===== config.mk =====
export PLATFORM = sky130hd
export DESIGN_NAME = dual_alu_hazard_ctrl
export DESIGN_NICKNAME = d
export VERILOG_FILES = /design/src/rtl/dual_alu_pkg.sv /design/src/rtl/dual_alu_steer.sv /design/src/rtl/dual_alu_shadow.sv /design/src/rtl/dual_alu_fwd.sv /design/src/rtl/dual_alu_flow_fsm.sv /design/src/rtl/dual_alu_hazard_ctrl.sv
export SDC_FILE = /design/constraint.sdc
export NUM_CORES = 1
export LEC_CHECK = 0
export BUFFER_PORTS_ARGS = -buffer_cell sky130_fd_sc_hd__buf_2
export CAP_MARGIN = 30
export CORE_MARGIN = 3
export CORE_UTILIZATION = 25
export CTS_BUF_LIST = sky130_fd_sc_hd__clkbuf_4 sky130_fd_sc_hd__clkbuf_8 sky130_fd_sc_hd__clkbuf_16
export CTS_CLUSTER_SIZE = 40
export DETAILED_ROUTE_END_ITERATION = 8
export PLACE_DENSITY_LB_ADDON = 0.15
export SLEW_MARGIN = 20
export SYNTH_ARGS = -nofsm -noshare
export SYNTH_HDL_FRONTEND = slang
export SYNTH_SLANG_ARGS = --single-unit

===== constraint.sdc =====
create_clock -name clk -period 1.8 [get_ports clk]
set_input_delay 0 -clock clk [delete_from_list [all_inputs] [get_ports clk]]
set_output_delay 0 -clock clk [all_outputs]
set_load 0.01 [all_outputs]

===== src/rtl/dual_alu_pkg.sv =====
package dual_alu_pkg;
    localparam int REG_AW = 5;
    localparam int NSRC   = 2;
    localparam int SEL_W  = 2;

    typedef enum logic [1:0] {
        CLS_NOP   = 2'd0,
        CLS_ALU   = 2'd1,
        CLS_LOAD  = 2'd2,
        CLS_STORE = 2'd3
    } iclass_t;

    typedef enum logic [SEL_W-1:0] {
        FWD_REG = 2'd0,
        FWD_MEM = 2'd1,
        FWD_WB  = 2'd2
    } ex1_fwd_t;

    typedef enum logic [SEL_W-1:0] {
        RES_ALU1 = 2'd0,
        RES_ALU2 = 2'd1,
        RES_DMEM = 2'd2
    } res_sel_t;

    typedef struct packed {
        logic                         vld;
        iclass_t                      cls;
        logic [NSRC-1:0][REG_AW-1:0]  src;
        logic [NSRC-1:0]              src_use;
        logic [REG_AW-1:0]            dst;
        logic                         on_alu2;
    } slot_t;

    function automatic logic slot_writes(slot_t s, logic [REG_AW-1:0] r);
        return s.vld && (s.cls == CLS_ALU || s.cls == CLS_LOAD) &&
               (r != '0) && (s.dst == r);
    endfunction

    function automatic logic result_early(slot_t s);
        return s.cls == CLS_ALU && !s.on_alu2;
    endfunction

    function automatic logic is_mem(slot_t s);
        return s.cls == CLS_LOAD || s.cls == CLS_STORE;
    endfunction
endpackage


===== src/rtl/dual_alu_steer.sv =====
module dual_alu_steer
    import dual_alu_pkg::*;
(
    input  logic  clk,
    input  logic  rst_n,
    input  slot_t id_slot,
    input  slot_t ex1_slot,
    output logic  use_alu2,
    output logic  need_stall
);
    logic [NSRC-1:0] late;

    generate
        for (genvar k = 0; k < NSRC; k++) begin : g_late
            assign late[k] = id_slot.src_use[k] &&
                             slot_writes(ex1_slot, id_slot.src[k]) &&
                             !result_early(ex1_slot);
        end
    endgenerate

    always_comb begin
        use_alu2   = 1'b0;
        need_stall = 1'b0;
        if (id_slot.vld) begin
            unique case (id_slot.cls)
                CLS_ALU:             use_alu2   = |late;
                CLS_LOAD, CLS_STORE: need_stall = late[0];
                default:             ;
            endcase
        end
    end

    // address arithmetic never leaves ALU1
    p_mem_on_alu1_r2: assert property (@(posedge clk) disable iff (!rst_n)
        (id_slot.vld && is_mem(id_slot)) |-> !use_alu2)
        else $error("memory op steered to ALU2");
endmodule


===== src/rtl/dual_alu_shadow.sv =====
module dual_alu_shadow
    import dual_alu_pkg::*;
(
    input  logic  clk,
    input  logic  rst_n,
    input  slot_t id_slot,
    input  logic  id_alu2,
    input  logic  insert_bubble,
    output slot_t ex1_slot,
    output slot_t mem_slot,
    output slot_t wb_slot,
    output logic  busy
);
    slot_t enter;

    always_comb begin
        enter         = id_slot;
        enter.on_alu2 = id_alu2;
        if (insert_bubble || !id_slot.vld)
            enter = '0;
    end

    always_ff @(posedge clk) begin
        if (!rst_n) begin
            ex1_slot <= '0;
            mem_slot <= '0;
            wb_slot  <= '0;
        end else begin
            ex1_slot <= enter;
            mem_slot <= ex1_slot;
            wb_slot  <= mem_slot;
        end
    end

    assign busy = ex1_slot.vld | mem_slot.vld | wb_slot.vld;
endmodule


===== src/rtl/dual_alu_fwd.sv =====
module dual_alu_fwd
    import dual_alu_pkg::*;
(
    input  logic                        clk,
    input  logic                        rst_n,
    input  slot_t                       ex1_slot,
    input  slot_t                       mem_slot,
    input  slot_t                       wb_slot,
    output logic [NSRC-1:0][SEL_W-1:0]  ex1_fwd,
    output logic [NSRC-1:0]             mem_fwd,
    output logic                        ex1_alu1_en,
    output logic                        mem_alu2_en,
    output logic [SEL_W-1:0]            res_sel
);
    logic ex1_alu1_instr;
    logic mem_deferred;

    assign ex1_alu1_instr = ex1_slot.vld && result_early(ex1_slot);
    assign mem_deferred   = mem_slot.vld && mem_slot.cls == CLS_ALU && mem_slot.on_alu2;

    generate
        for (genvar k = 0; k < NSRC; k++) begin : g_src
            logic [SEL_W-1:0] fsel;
            logic             need_now;
            logic             alu1_reader;

            always_comb begin
                fsel = FWD_REG;
                if (ex1_slot.vld && ex1_slot.src_use[k]) begin
                    if (slot_writes(mem_slot, ex1_slot.src[k]))
                        fsel = result_early(mem_slot) ? FWD_MEM : FWD_REG;
                    else if (slot_writes(wb_slot, ex1_slot.src[k]))
                        fsel = FWD_WB;
                end
            end
            assign ex1_fwd[k] = fsel;

            if (k == 0) begin : g_base
                assign need_now    = mem_deferred;
                assign alu1_reader = ex1_alu1_instr ||
                                     (ex1_slot.vld && is_mem(ex1_slot));
            end else begin : g_data
                assign need_now    = mem_deferred ||
                                     (mem_slot.vld && mem_slot.cls == CLS_STORE);
                assign alu1_reader = ex1_alu1_instr;
            end

            assign mem_fwd[k] = need_now && mem_slot.src_use[k] &&
                                slot_writes(wb_slot, mem_slot.src[k]);

            // ALU1 must never read a result that stage 4 has not produced yet
            p_alu1_ready_r6: assert property (@(posedge clk) disable iff (!rst_n)
                !(alu1_reader && ex1_slot.src_use[k] &&
                  slot_writes(mem_slot, ex1_slot.src[k]) && !result_early(mem_slot)))
                else $error("ALU1 operand not available");
        end
    endgenerate

    always_comb begin
        res_sel = RES_ALU1;
        if (mem_slot.vld && mem_slot.cls == CLS_LOAD)
            res_sel = RES_DMEM;
        else if (mem_deferred)
            res_sel = RES_ALU2;
    end

    assign ex1_alu1_en = ex1_alu1_instr || (ex1_slot.vld && is_mem(ex1_slot));
    assign mem_alu2_en = mem_deferred;
endmodule


===== src/rtl/dual_alu_flow_fsm.sv =====
module dual_alu_flow_fsm (
    input  logic clk,
    input  logic rst_n,
    input  logic need_stall,
    input  logic activity,
    output logic stall
);
    typedef enum logic [1:0] {
        ST_IDLE = 2'd0,
        ST_RUN  = 2'd1,
        ST_HOLD = 2'd2
    } flow_t;

    flow_t state, state_nxt;

    always_ff @(posedge clk) begin
        if (!rst_n) state <= ST_IDLE;
        else        state <= state_nxt;
    end

    always_comb begin
        state_nxt = state;
        unique case (state)
            ST_IDLE: if (activity) state_nxt = ST_RUN;
            ST_RUN: begin
                if (need_stall)     state_nxt = ST_HOLD;
                else if (!activity) state_nxt = ST_IDLE;
            end
            ST_HOLD: state_nxt = ST_RUN;
            default: state_nxt = ST_IDLE;
        endcase
    end

    always_comb begin
        unique case (state)
            ST_HOLD: stall = 1'b0;
            default: stall = need_stall;
        endcase
    end

    // a stall never lasts more than one cycle
    p_single_stall_r4: assert property (@(posedge clk) disable iff (!rst_n)
        stall |=> !stall)
        else $error("stall repeated");
endmodule


===== src/rtl/dual_alu_hazard_ctrl.sv =====
module dual_alu_hazard_ctrl
    import dual_alu_pkg::*;
(
    input  logic              clk,
    input  logic              rst_n,
    input  logic              id_valid,
    input  logic [1:0]        id_class,
    input  logic [REG_AW-1:0] id_rs,
    input  logic [REG_AW-1:0] id_rt,
    input  logic [REG_AW-1:0] id_dst,
    input  logic              id_rs_used,
    input  logic              id_rt_used,
    output logic              id_use_alu2,
    output logic              stall,
    output logic              bubble,
    output logic [SEL_W-1:0]  ex1_fwd_a,
    output logic [SEL_W-1:0]  ex1_fwd_b,
    output logic              ex1_alu1_en,
    output logic              mem_fwd_a,
    output logic              mem_fwd_b,
    output logic              mem_alu2_en,
    output logic [SEL_W-1:0]  mem_res_sel
);
    slot_t                       id_slot, ex1_slot, mem_slot, wb_slot;
    logic                        need_stall, busy;
    logic [NSRC-1:0][SEL_W-1:0]  ex1_fwd;
    logic [NSRC-1:0]             mem_fwd;

    always_comb begin
        id_slot            = '0;
        id_slot.vld        = id_valid;
        id_slot.cls        = iclass_t'(id_class);
        id_slot.src[0]     = id_rs;
        id_slot.src[1]     = id_rt;
        id_slot.src_use[0] = id_rs_used;
        id_slot.src_use[1] = id_rt_used;
        id_slot.dst        = id_dst;
    end

    dual_alu_steer u_steer (
        .clk        (clk),
        .rst_n      (rst_n),
        .id_slot    (id_slot),
        .ex1_slot   (ex1_slot),
        .use_alu2   (id_use_alu2),
        .need_stall (need_stall)
    );

    dual_alu_flow_fsm u_fsm (
        .clk        (clk),
        .rst_n      (rst_n),
        .need_stall (need_stall),
        .activity   (id_valid | busy),
        .stall      (stall)
    );

    dual_alu_shadow u_shadow (
        .clk           (clk),
        .rst_n         (rst_n),
        .id_slot       (id_slot),
        .id_alu2       (id_use_alu2),
        .insert_bubble (stall),
        .ex1_slot      (ex1_slot),
        .mem_slot      (mem_slot),
        .wb_slot       (wb_slot),
        .busy          (busy)
    );

    dual_alu_fwd u_fwd (
        .clk         (clk),
        .rst_n       (rst_n),
        .ex1_slot    (ex1_slot),
        .mem_slot    (mem_slot),
        .wb_slot     (wb_slot),
        .ex1_fwd     (ex1_fwd),
        .mem_fwd     (mem_fwd),
        .ex1_alu1_en (ex1_alu1_en),
        .mem_alu2_en (mem_alu2_en),
        .res_sel     (mem_res_sel)
    );

    assign bubble    = stall;
    assign ex1_fwd_a = ex1_fwd[0];
    assign ex1_fwd_b = ex1_fwd[1];
    assign mem_fwd_a = mem_fwd[0];
    assign mem_fwd_b = mem_fwd[1];

    // the cycle after a stall carries an empty EX1 slot
    p_bubble_empty_r5: assert property (@(posedge clk) disable iff (!rst_n)
        stall |=> (!ex1_alu1_en && ex1_fwd_a == '0 && ex1_fwd_b == '0))
        else $error("EX1 not empty after stall");

    // a deferral chosen in decode reaches stage 4 two cycles later
    p_flag_carry_r11: assert property (@(posedge clk) disable iff (!rst_n)
        (id_valid && id_class == CLS_ALU && id_use_alu2 && !stall) |=> ##1 mem_alu2_en)
        else $error("deferral flag lost");
endmodule


==> impl_metrics.csv, run 1 <==
group,metric,value,unit
setup_path,critPathArrivalTime,1.81,ns
sta,setup_viol,1,
clocking,cts_tree,"built",
flow_run,maxCapViolCount,0,
clocking,cts.sinks,52,
synth,synth_edf_count,0,
die,dieArea,10140,um2
synth,ys_types,36,
die,die_y,100.7,um
setup_path,cp-end-kind,"primary output",
sta,fin_skew,0.004915,ns
setup_path,worstPathMaxFanout,2,
drt,routed_wirelength,5565,um
synth,synth_flop_cell,"dfxtp_1",
sta,rsz0062_at_grt,"true",
final_layout,num_antenna_cells,0,
synth,synth_top_family_by_area,"simple AND/OR/NAND/NOR gates",
drt,via_per_inst,4.308,
final_layout,final_cell_mix,"48 x and2_1, 42 x dfxtp_1, 32 x buf_2",
drt,drtIter0Drc,39,
drt,ant_nets,0,
pwr,peakVddDrop,0.4394,mV
clocking,clkTransAtPathRegs,0.09,ns
final_layout,seqCellArea,1056,um2
die,rows,33,
clocking,clkLatencyLatePin,0.30,ns
synth,synth_xor_area_frac,0.1446,
synth,synth_seq_cells,52,
pwr,powerDensity,720.0,nW/um2
global_route,grt_pass1_wl,8852,um
synth,synthSimpleGateAreaFrac,0.2552,
global_route,antenna_found_initial,0,
final_layout,drive_above_1_share,0.3389,
clocking,clockRootBuffer,"clkbuf_8",
synth,syn_area,2241,um2
synth,synth.avg_cell_area,10.05,um2
sta,whs,0.05462,ns
sta,final_hold_viol_count,0,
sta,slew_headroom,0.7094,
setup_path,crit_type,"reg -> out",
outcome,status,"complete, but fails checks",
final_layout,fin_nets,325,
drt,vias,1736,
synth,synth_fa_ha_area_frac,0.03350,
drt,dr.pass1.iters,6,
min_path,hp-class,"in -> reg",
global_route,grt_util_all_layers,0.1146,
final_layout,fin_cells,403,
placement,dpl.hpwl,4096,um
final_layout,area_growth_syn_to_layout,40.37,%
drt,route.detailed.drc,0,
outcome,violations,"setup timing",
final_layout,fillers,851,
final_layout,final_common_cell,"and2_1",
sta,fin_crit_sh,1.008,
global_route,grt_max_degree,32,
synth,synthCells,223,
synth,synth.yosys.seq_area_share,0.4645,
sta,worst_pin_slew,0.4303,ns
placement,dp_cells,366,
pwr,cellLeakagePower,0.001281,uW
global_route,grt_pass1_vias,1784,
setup_path,start_kind,"flop",
drt,wl_per_cell,13.81,um
global_route,grt-ovfl-total,0,
final_layout,utilization,0.3716,
die,die_x,100.7,um
setup_path,critPathRequiredTime,1.80,ns
placement,gp_congestion,0.7528,
sta,maxSlewViolCount,0,
sta,max_freq,551.1,MHz
synth,ys_async_sr_fraction,0,
synth,yosysWarnings,0,
synth,synth-compound-area-share,0.06533,
die,core_area,8464,um2
placement,numPortBuffers,34,
die,start_util,0.2647,
final_layout,multiInputGateArea,1270,um2
clocking,clk_path_buf_depth,2,
synth,syn_nets,251,
sta,setup_tns,-0.01445,ns
clocking,numCtsBuffers,5,
clocking,h-tree-depth,2,
sta,layout_min_cycle_time,1.814,ns
die,num_io_pins,35,
synth,synth.area.mux_share,0,
sta,setup_ws,-0.01445,ns
[flip-flops by register name, indices dropped and copies added, names as in the netlist]
| register | cells |
|---|---|
| u_shadow.ex1_slot | 21 |
| u_fsm.state | 2 |
| u_shadow.wb_slot | 8 |
| u_shadow.mem_slot | 21 |
[layout make-up]
| type | instances | share of cell area |
|---|---|---|
| sequential | 52 | 0.3357 |
| tap | 105 | 0.04177 |
| multi-input combinational | 153 | 0.4037 |
| timing repair buffer | 75 | 0.1714 |
| clock inverter | 2 | 0.01114 |
| clock buffer | 6 | 0.02426 |
| inverter | 10 | 0.01193 |
[cell usage after synthesis (2+ instances only)]
| cell type | count | share of area |
|---|---|---|
| dfxtp_1 | 52 | 0.46 |
| o2111ai_1 | 3 | 0.012 |
| nor4_1 | 5 | 0.014 |
| nand3_1 | 3 | 0.0067 |
| ha_1 | 6 | 0.033 |
| nand4_1 | 7 | 0.020 |
| nor3_1 | 4 | 0.0089 |
| clkbuf_1 | 7 | 0.012 |
| xnor2_1 | 30 | 0.12 |
| and3_1 | 3 | 0.0084 |
| o41ai_1 | 2 | 0.0078 |
| nor2_1 | 5 | 0.0084 |
| or4_1 | 4 | 0.013 |
| nand2_1 | 4 | 0.0067 |
| inv_1 | 10 | 0.017 |
| and3b_1 | 2 | 0.0078 |
| nor2b_1 | 3 | 0.0084 |
| xor2_1 | 7 | 0.027 |
| and2_1 | 49 | 0.14 |
[critical path, cell delays in order (launching register included)]
cell and delay, ns:
dfxtp_2 0.34, inv_2 0.04, ha_4 0.21, nor2b_4 0.13, buf_6 0.10, nand4_1 0.14
nor4_4 0.20, and3_1 0.21, buf_2 0.13
[worst paths after layout]
path | cells after the start | endpoint | slack [ns] | start
min | 3 | u_fsm.state[1]$_SDFFE_PN0P_ | 0.05 | id_class[1]
min reg2reg | 2 | u_fsm.state[1]$_SDFFE_PN0P_ | 0.44 | u_fsm.state[0]$_SDFFE_PN0P_
max | 8 | ex1_fwd_b[0] | -0.01 | u_shadow.mem_slot[18]$_SDFF_PN0_
max reg2reg | 7 | u_shadow.ex1_slot[10]$_SDFF_PP0_ | 0.15 | u_shadow.ex1_slot[19]$_SDFF_PP0_
[where the power goes]
part	leakage, uW	internal, uW	switching, uW
logic	0.000794	136	110
clock network	0.0000586	428	371
registers	0.000429	1190	34.7
[logic make-up (layout without fill, tap and decap cells)]
family,Yosys count,in the layout
AND/OR/NAND/NOR,93,93
flip-flops,52,52
XOR/XNOR,37,37
buffers and inverters,19,93
AO/OA/AOI/OAI,16,17
adder cells (fa/ha/maj),6,6
[timing repair]
| action | CTS | global route |
|---|---|---|
| cloned | 0 | 1 |
| endpoints found under the hold margin | 18 | 0 |
| pin swaps | 13 | 4 |
| hold buffers | 18 | 0 |
| buffers inserted | 9 | 1 |
| setup endpoints to repair | 25 | 30 |
| gates resized for setup | 37 | 5 |
[stage by stage]
stage               total power [uW]  area, um2  worst slack, ns
floorplan                       1346       2241         0.008260
global placement                1428       2595          0.03688
detailed placement              1428       2595        -0.002917
CTS                             2286       3102         -0.03610
global route                    2366       3146          -0.1524
finish                          2265       3146         -0.01445
[metal layers]
metal,part of all wire,GRT usage,vias to the layer above
met4,0.021,0.04560,0
met1,0.47,0.1444,794
met5,0,0,-
met2,0.47,0.1889,34
met3,0.035,0.02630,10
li1,-,-,898
Power figures use the tool's default switching activity.
==> run 2, diff against run 1 <==
Settings changed: MAX_ROUTING_LAYER set to met4.
==> run 2 against run 1 <==
Compared with the run above:
- the flow still finishes with violations (setup timing)
- critical path type unchanged
- register-to-register slack hardly changed
- largest power group unchanged
- critical path depth stayed put
- setup slack worse by 0.0026 ns
- sequential power hardly changed
- final cell count stayed put
- die area stayed put
- flip-flop and latch count stayed put
- clock skew is 0.0011 ns lower
- fmax is 0.14% lower
- first-iteration DRC count is 26% higher
- global-route usage is 0.33 points higher
==> impl_metrics.csv, run 2 (same netlist as run 1, synthesis figures left out) <==
group,metric,value,unit
outcome,status,"complete, but fails checks",
outcome,violations,"setup timing",
min_path,hp-class,"in -> reg",
drt,vias,1744,
setup_path,start_kind,"flop",
min_path,hold_start,"id_class[1]",
final_layout,drive_above_1_share,0.3389,
die,rows,33,
setup_path,endpoint,"ex1_fwd_b[0]",
clocking,numCtsBuffers,5,
flow_run,maxCapViolCount,0,
drt,dr.pass1.iters,6,
die,start_util,0.2647,
die,die_x,100.7,um
drt,drt-met1-wl,2609,um
drt,wl_met2,2625,um
setup_path,rrSetupSlack,0.15,ns
global_route,grt-ovfl-total,0,
drt,via_per_inst,4.328,
die,dieArea,10140,um2
final_layout,num_antenna_cells,0,
setup_path,critPathRequiredTime,1.80,ns
sta,final_hold_viol_count,0,
global_route,grt_pass1_vias,1779,
drt,met3WireLength,205,um
clocking,clk_path_buf_depth,2,
die,die_y,100.7,um
drt,drtIter0Drc,49,
sta,fin_crit_sh,1.009,
final_layout,reg_top3,"u_shadow.ex1_slot x21, u_shadow.mem_slot x21, u_shadow.wb_slot x8",
pwr,peakVddDrop,0.4421,mV
drt,routed.top_layer,"met4",
global_route,grt_max_degree,32,
final_layout,area_growth_syn_to_layout,40.37,%
placement,numPortBuffers,34,
setup_path,slowest_stage,"dfxtp_2",
setup_path,r2r-end,"u_shadow.ex1_slot[10]$_SDFF_PP0_",
setup_path,crit_type,"reg -> out",
global_route,grt_util_all_layers,0.1180,
die,core_area,8464,um2
sta,max_freq,550.4,MHz
clocking,h-tree-depth,2,
placement,dpl.hpwl,4096,um
setup_path,crit_chain,"inv_2 > ha_4 > nor2b_4 > buf_6 > nand4_1 > nor4_4 > and3_1 > buf_2",
pwr,cellLeakagePower,0.001281,uW
clocking,clkLatencyLatePin,0.30,ns
final_layout,final_common_cell,"and2_1",
sta,whs,0.05349,ns
drt,route.detailed.drc,0,
global_route,antenna_found_initial,0,
placement,gp_congestion,0.7625,
clocking,cts_tree,"built",
drt,wl_per_cell,13.80,um
sta,maxSlewViolCount,0,
final_layout,fin_nets,325,
clocking,clockRootBuffer,"clkbuf_8",
setup_path,r2r_cells,7,
pwr,powerDensity,720.7,nW/um2
clocking,cts.sinks,52,
die,num_io_pins,35,
pwr,total_power,2267,uW
setup_path,cp-startpoint,"u_shadow.mem_slot[18]$_SDFF_PN0_",
drt,ant_nets,0,
sta,worst_pin_slew,0.4327,ns
sta,rsz0062_at_grt,"true",
sta,setup_ws,-0.01702,ns
final_layout,final_cell_mix,"48 x and2_1, 42 x dfxtp_1, 32 x buf_2",
setup_path,reg2reg_from,"u_shadow.ex1_slot[19]$_SDFF_PP0_",
setup_path,slowest_delay,0.34,ns
sta,layout_min_cycle_time,1.817,ns
setup_path,critPathArrivalTime,1.82,ns
sta,fin_skew,0.003849,ns
setup_path,worstPathMaxFanout,2,
global_route,grt_pass1_wl,8859,um
sta,setup_viol,1,
clocking,clkTransAtPathRegs,0.09,ns
drt,routed_wirelength,5560,um
sta,slew_headroom,0.7078,
setup_path,cp-end-kind,"primary output",
==> run 2: what timing repair did <==
item,4_1_cts,5_1_grt
hold buffers,18,0
buffers inserted,9,1
pin swaps,13,4
cloned,0,1
setup endpoints to repair,25,30
resized for setup,37,5
endpoints found under the hold margin,18,0
==> run 2: final cells by class <==
cell class	instances	area, um2
flip-flops and latches	52	1056
fillers	851	5319
multi-input cells	153	1270
clock buffers	6	76.32
inverters	10	37.54
repair buffers	75	539.3
clock inverters	2	35.03
well taps	105	131.4
==> run 2: critical path, delay by kind of cell (launching register included) <==
| family | cells | cell delay [ns] |
|---|---|---|
| fa+ha+maj | 1 | 0.21 |
| buf+inv | 3 | 0.27 |
| flops | 1 | 0.34 |
| simple gates | 4 | 0.68 |
==> run 2: per-layer routing <==
metal / global-route usage / vias to the layer above
met5: - / -
met4: 0.04560 / 0
met3: 0.02630 / 11
met2: 0.1889 / 38
met1: 0.1444 / 796
li1: - / 899
==> run 2: through the flow <==
stage          std cells  setup WS, ns  cell area, um2    util  setup TNS [ns]
4_1_cts              401      -0.03610            3102  0.3664         -0.1594
3_3_place_gp         366       0.03688            2595  0.3066               0
3_5_place_dp         366     -0.002917            2595  0.3066       -0.002917
6_report             403      -0.01702            3146  0.3716        -0.01702
2_1_floorplan        223      0.008260            2241       -               0
5_1_grt              403       -0.1524            3146  0.3716         -0.7373
==> run 2: report_power, final <==
group          internal (uW)  total [uW]  switching (uW)
registers               1190        1220            34.7
clock network            428         801             373
logic                    136         245             110
==> run 2: worst min path at each step <==
stage | slack [ns] | cells past startpoint | to
after global placement | 0.20 | 2 | u_shadow.ex1_slot[4]$_SDFF_PP0_
after floorplan | 0.12 | 1 | u_shadow.ex1_slot[10]$_SDFF_PP0_
final | 0.05 | 3 | u_fsm.state[1]$_SDFFE_PN0P_
after CTS | 0.02 | 3 | u_fsm.state[1]$_SDFFE_PN0P_
after global routing | 0.05 | 3 | u_fsm.state[1]$_SDFFE_PN0P_
after detailed placement | 0.20 | 2 | u_shadow.ex1_slot[5]$_SDFF_PP0_
